--- config.mk ---
export PLATFORM = sky130hd
export DESIGN_NAME = servo_slew_pwm
export DESIGN_NICKNAME = d
export VERILOG_FILES = /design/src/rtl/servo_pkg.sv /design/src/rtl/servo_sync2.sv /design/src/rtl/servo_frame_timer.sv /design/src/rtl/servo_slew_reg.sv /design/src/rtl/servo_pulse_gen.sv /design/src/rtl/servo_slew_pwm.sv
export SDC_FILE = /design/constraint.sdc
export NUM_CORES = 1
export LEC_CHECK = 0
export BUFFER_PORTS_ARGS = -buffer_cell sky130_fd_sc_hd__buf_4
export CAP_MARGIN = 20
export CELL_PAD_IN_SITES_DETAIL_PLACEMENT = 0
export CELL_PAD_IN_SITES_GLOBAL_PLACEMENT = 1
export CORE_ASPECT_RATIO = 0.9
export CORE_MARGIN = 4
export CORE_UTILIZATION = 50
export DETAILED_ROUTE_END_ITERATION = 7
export PLACE_DENSITY_LB_ADDON = 0.1
export SLEW_MARGIN = 20
export SYNTH_ARGS = -nofsm -noshare
export SYNTH_HDL_FRONTEND = slang
export SYNTH_HIERARCHICAL = 1
export SYNTH_SLANG_ARGS = --single-unit
--- constraint.sdc ---
create_clock -name clk -period 31.4 [get_ports clk]
set_input_delay 1.57 -clock clk [delete_from_list [all_inputs] [get_ports clk]]
set_output_delay 1.57 -clock clk [all_outputs]
set_load 0.01 [all_outputs]
--- src/rtl/servo_pkg.sv ---
package servo_pkg;

  typedef enum logic [1:0] {
    STEP_HOLD = 2'd0,
    STEP_UP   = 2'd1,
    STEP_DOWN = 2'd2
  } step_e;

  // width = lo + floor(p * span / pmax)
  function automatic longint unsigned pulse_cycles(
    input longint unsigned p,
    input longint unsigned lo,
    input longint unsigned span,
    input longint unsigned pmax
  );
    return lo + (p * span) / pmax;
  endfunction

endpackage

--- src/rtl/servo_sync2.sv ---
module servo_sync2 #(
  parameter int unsigned W = 10
) (
  input  logic         clk,
  input  logic         rst_n,
  input  logic [W-1:0] d_i,
  output logic [W-1:0] q_o
);

  logic [W-1:0] meta_q;
  logic [W-1:0] stab_q;

  always_ff @(posedge clk or negedge rst_n) begin
    if (!rst_n) begin
      meta_q <= '0;
      stab_q <= '0;
    end else begin
      meta_q <= d_i;
      stab_q <= meta_q;
    end
  end

  assign q_o = stab_q;


  sync_delay_chk: assert property (@(posedge clk) disable iff (!rst_n)
    $past(rst_n) |=> stab_q == $past(meta_q));

endmodule

--- src/rtl/servo_frame_timer.sv ---
module servo_frame_timer #(
  parameter int unsigned FRAME_CYC = 1_000_000,
  parameter int unsigned CNT_W     = 20
) (
  input  logic             clk,
  input  logic             rst_n,
  output logic [CNT_W-1:0] cnt_q,
  output logic [CNT_W-1:0] cnt_d,
  output logic             frame_end
);

  localparam logic [CNT_W-1:0] LAST = CNT_W'(FRAME_CYC - 1);

  assign frame_end = (cnt_q == LAST);
  assign cnt_d     = frame_end ? '0 : cnt_q + CNT_W'(1);

  always_ff @(posedge clk or negedge rst_n) begin
    if (!rst_n) cnt_q <= '0;
    else        cnt_q <= cnt_d;
  end


  cnt_range_chk: assert property (@(posedge clk) disable iff (!rst_n)
    cnt_q <= LAST);


  cnt_wrap_chk: assert property (@(posedge clk) disable iff (!rst_n)
    (cnt_q == LAST) |=> (cnt_q == '0));

endmodule

--- src/rtl/servo_slew_reg.sv ---
module servo_slew_reg
  import servo_pkg::*;
#(
  parameter int unsigned POS_W = 10
) (
  input  logic             clk,
  input  logic             rst_n,
  input  logic             frame_end,
  input  logic [POS_W-1:0] tgt_s,
  output logic [POS_W-1:0] pos_q,
  output logic [POS_W-1:0] pos_d,
  output logic             at_tgt
);

  step_e step;
  logic  primed_q;

  always_comb begin
    if (tgt_s > pos_q)      step = STEP_UP;
    else if (tgt_s < pos_q) step = STEP_DOWN;
    else                    step = STEP_HOLD;
  end

  always_comb begin
    pos_d = pos_q;
    if (!primed_q) begin
      pos_d = tgt_s;
    end else if (frame_end) begin
      case (step)
        STEP_UP:   pos_d = pos_q + POS_W'(1);
        STEP_DOWN: pos_d = pos_q - POS_W'(1);
        default:   pos_d = pos_q;
      endcase
    end
  end

  always_ff @(posedge clk or negedge rst_n) begin
    if (!rst_n) begin
      pos_q    <= '0;
      primed_q <= 1'b0;
    end else begin
      pos_q    <= pos_d;
      primed_q <= primed_q | frame_end;
    end
  end

  assign at_tgt = primed_q & (step == STEP_HOLD);


  pos_step_chk: assert property (@(posedge clk) disable iff (!rst_n)
    (primed_q && frame_end) |=>
      (pos_q == $past(pos_q)) || (pos_q == $past(pos_q) + POS_W'(1)) ||
      (pos_q == $past(pos_q) - POS_W'(1)));


  pos_dir_chk: assert property (@(posedge clk) disable iff (!rst_n)
    (primed_q && frame_end && (tgt_s > pos_q)) |=> (pos_q > $past(pos_q)));


  pos_hold_chk: assert property (@(posedge clk) disable iff (!rst_n)
    (primed_q && !frame_end) |=> $stable(pos_q));

endmodule

--- src/rtl/servo_pulse_gen.sv ---
module servo_pulse_gen
  import servo_pkg::*;
#(
  parameter int unsigned CNT_W   = 20,
  parameter int unsigned POS_W   = 10,
  parameter int unsigned MIN_CYC = 50_000,
  parameter int unsigned MAX_CYC = 100_000
) (
  input  logic             clk,
  input  logic             rst_n,
  input  logic             frame_end,
  input  logic [CNT_W-1:0] cnt_d,
  input  logic [POS_W-1:0] pos_d,
  output logic             pwm_q,
  output logic [CNT_W-1:0] width_q
);

  localparam longint unsigned SPAN_L = 64'(MAX_CYC - MIN_CYC);
  localparam longint unsigned PMAX_L = 64'((2 ** POS_W) - 1);
  localparam longint unsigned LO_L   = 64'(MIN_CYC);

  logic [CNT_W-1:0] width_new;
  logic [CNT_W-1:0] width_d;

  always_comb begin
    width_new = CNT_W'(pulse_cycles(64'(pos_d), LO_L, SPAN_L, PMAX_L));
    width_d   = frame_end ? width_new : width_q;
  end

  always_ff @(posedge clk or negedge rst_n) begin
    if (!rst_n) begin
      width_q <= '0;
      pwm_q   <= 1'b0;
    end else begin
      width_q <= width_d;
      pwm_q   <= (cnt_d < width_d);
    end
  end


  width_hold_chk: assert property (@(posedge clk) disable iff (!rst_n)
    !frame_end |=> $stable(width_q));


  width_range_chk: assert property (@(posedge clk) disable iff (!rst_n)
    (width_q == '0) ||
    ((width_q >= CNT_W'(MIN_CYC)) && (width_q <= CNT_W'(MAX_CYC))));

endmodule

--- src/rtl/servo_slew_pwm.sv ---
module servo_slew_pwm #(
  parameter int unsigned FRAME_CYC = 1_000_000,
  parameter int unsigned MIN_CYC   = 50_000,
  parameter int unsigned MAX_CYC   = 100_000,
  parameter int unsigned POS_W     = 10
) (
  input  logic             clk,
  input  logic             rst_n,
  input  logic [POS_W-1:0] target_i,
  output logic             pwm_o,
  output logic [POS_W-1:0] position_o,
  output logic             at_target_o
);

  localparam int unsigned CNT_W = $clog2(FRAME_CYC + 1);

  logic [POS_W-1:0] tgt_s;
  logic [POS_W-1:0] pos_d;
  logic [CNT_W-1:0] cnt_q;
  logic [CNT_W-1:0] cnt_d;
  logic [CNT_W-1:0] width_q;
  logic             frame_end;

  servo_sync2 #(.W(POS_W)) u_sync (
    .clk   (clk),
    .rst_n (rst_n),
    .d_i   (target_i),
    .q_o   (tgt_s)
  );

  servo_frame_timer #(.FRAME_CYC(FRAME_CYC), .CNT_W(CNT_W)) u_timer (
    .clk       (clk),
    .rst_n     (rst_n),
    .cnt_q     (cnt_q),
    .cnt_d     (cnt_d),
    .frame_end (frame_end)
  );

  servo_slew_reg #(.POS_W(POS_W)) u_slew (
    .clk       (clk),
    .rst_n     (rst_n),
    .frame_end (frame_end),
    .tgt_s     (tgt_s),
    .pos_q     (position_o),
    .pos_d     (pos_d),
    .at_tgt    (at_target_o)
  );

  servo_pulse_gen #(
    .CNT_W  (CNT_W),
    .POS_W  (POS_W),
    .MIN_CYC(MIN_CYC),
    .MAX_CYC(MAX_CYC)
  ) u_pulse (
    .clk       (clk),
    .rst_n     (rst_n),
    .frame_end (frame_end),
    .cnt_d     (cnt_d),
    .pos_d     (pos_d),
    .pwm_q     (pwm_o),
    .width_q   (width_q)
  );


  pwm_start_chk: assert property (@(posedge clk) disable iff (!rst_n)
    $rose(pwm_o) |-> (cnt_q == '0));


  pwm_end_chk: assert property (@(posedge clk) disable iff (!rst_n)
    $fell(pwm_o) |-> (cnt_q == width_q));

endmodule

==> flow_summary.ini <==
[run_status]
status = complete, no violations

[sta]
period_needed_ns = 22.54
hold_viol = 0
relSlewSlack = 0.277
finalMaxSlewViolations = 0
max_freq_mhz = 44.4
fin_tns_setup_ns = 0
finalCritPeriodShare = 0.718
max_slew.worst_pin.slew_ns = 1.08
grt_setup_unrepaired = no
setup_viol = 0
skew_ns = 0.0117

[worst_setup_path]
crit_required_ns = 31.66
path_class = reg2reg
ff2ff_path_depth = 79
worstPathMaxFanout = 12
endpoint_kind = flop
arrival_ns = 22.80
crit_top_cell = ha_1
cp-startpoint = u_slew/pos_q[2]
startpoint_type = flop
reg2reg_slack_ns = 8.86
r2r_end = u_pulse/pwm_q
worst_path_largest_cell_delay_ns = 0.78
cp_slowest_cell = o41ai_2
regToRegStartpoint = u_slew/pos_q[2]

[detailed_routing]
antenna_left = 0
drc = 0
vias_per_cell = 6.33
routed_wl_um = 30700
vias = 10748
wl_per_cell_um = 18.1
firstDrtPassIters = 5
dr.first_iter.drc_count = 847

[clock_network]
root_buffer = clkbuf_16
cts.sinks = 72
cts_made_buffers = 9
post_cts_resized = 0
clockBufferDepth = 2
tritoncts = yes
clkLatencyLatePin_ns = 0.34
cts_hold_buf = 0
post-cts-setup-buffers = 0
h-tree-depth = 3
clk_pin_slew_worst_paths_ns = 0.06

[synthesis]
syn_inst = 1397
postSynth.asyncResetShare = 1.00
synth_top_area_frac = 0.159
syn_area_um2 = 11400
synth.most_common_cell = ha_1
yosys_warnings = 6
synth_nets = 1544
synth_cell_type_count = 123
syn_area_per_cell_um2 = 8.13
synth_seq_cells = 72
ys_seq_area_frac = 0.159
ys_top_cells_by_count = 116 x ha_1, 115 x nor2_1, 104 x nand2_1
synth_top_area_cell = dfrtp_1
synth-main-ff-cell = dfrtp_1
synthTopCellsByArea = dfrtp_1 16%, ha_1 13%, a21oi_1 4.1%, nor2_1 3.8%, xnor2_1 3.6%
synth_edf_count = 0

[floorplanning]
core_area_um2 = 22400
die_w_um = 167
dieArea_um2 = 25200
ios = 24
rows = 52
die_h_um = 151
initial_utilization = 0.506

[global_route]
grt_pass1_vias = 9858
grt_usage = 0.239
grt_max_degree = 73
antenna_found_initial = 0
grt_pass1_wl_um = 50600
grt_overflow = 0

[hold_path]
min_path_cells = 0
min-delay-start = u_sync/meta_q[8]
min_to = u_sync/q_o[8]
min_path_type = reg2reg

[placement]
place.gp.congestion = 0.902
portBuffers = 23
dp_hpwl_um = 24700

[run]
max-cap-violations = 0

[finish]
regArea_um2 = 1800
fin_nets = 1544
area_growth_pct = 6.27
drive_gt1_frac = 0.113
multi_input_area_um2 = 9020
nFillCells = 2183
diodes = 0
==> stage by stage <==
stage / util / cell area (um^2) / std cells / setup WS, ns / hold WS, ns
finish: 0.538 / 12100 / 1699 / 8.86 / 0.346
floorplan: - / 11400 / 1397 / 12.56 / 0.331
detailed placement: 0.523 / 11700 / 1683 / 9.11 / 0.338
global route: 0.538 / 12100 / 1699 / 7.11 / 0.354
global placement: 0.523 / 11700 / 1683 / 9.33 / 0.332
CTS: 0.537 / 12100 / 1699 / 8.99 / 0.351
==> worst max-delay path: cells and delay by family (launching register included) <==
family / cells / cell delay [ns]
and+or+nand+nor: 28 / 8.11
muxes: 4 / 1.61
AOI/OAI and AO/OA: 26 / 6.89
buffers and inverters: 5 / 0.47
DFF: 1 / 0.45
xor gates and xnor gates: 3 / 0.60
adders and majority gates: 13 / 4.29
==> sequential cells by signal (all words and copies together) (netlist names) <==
signal	flops
u_slew/primed_q	1
u_sync/q_o	10
u_timer/cnt_q	20
u_pulse/pwm_q	1
u_pulse/width_q	20
u_sync/meta_q	10
u_slew/pos_q	10
==> final cells by class <==
cell class	instances	area share
tap	297	0.0308
sequential	72	0.149
clock inverter	6	0.00757
inverter	93	0.0289
multi-input combinational	1195	0.747
timing repair buffer	26	0.0162
clock buffer	10	0.0198
==> cells by family after synthesis <==
group | count (synthesis) | synth area share
simple gates | 516 | 0.254
compound gates | 433 | 0.285
fa+ha+maj | 137 | 0.163
buf+inv | 130 | 0.0475
xor+xnor | 72 | 0.0569
flops | 72 | 0.159
mux | 37 | 0.0349
==> worst max path at each step <==
stage,end,slack [ns],cells past startpoint
2_1_floorplan,u_pulse/pwm_q,12.56,81
3_3_place_gp,u_pulse/pwm_q,9.33,79
3_5_place_dp,u_pulse/pwm_q,9.11,79
4_1_cts,u_pulse/pwm_q,8.99,79
5_1_grt,u_pulse/pwm_q,7.11,79
6_report,u_pulse/pwm_q,8.86,79
==> layout by cell type, fill, tap and decap left out, drive strengths merged, types with 14 or more instances in the layout <==
master,count
nor3,37
buf,26
mux2i,22
a21oi,97
a211oi,18
nand2,104
o21ai,74
nand2b,17
dfrtp,72
ha,116
mux2,15
nand4,37
nor4,18
nand3,51
xnor2,48
xor2,24
a31oi,22
o211ai,33
and2,30
or2,19
nor2,118
and3,22
a21o,28
fa,19
or3,14
o21a,21
inv,94
o31ai,16
==> routing by layer <==
layer / wire length, um / global-route usage / vias up
li1: - / - / 5277
met1: 15300 / 0.360 / 5159
met2: 13200 / 0.367 / 301
met3: 1880 / 0.0355 / 11
met4: 285 / 0.0401 / 0
met5: 0 / 0 / -
Power is left out: the tool's default activity adds up to more than one toggle a clock period on the data nets, which glitch-free logic cannot reach.
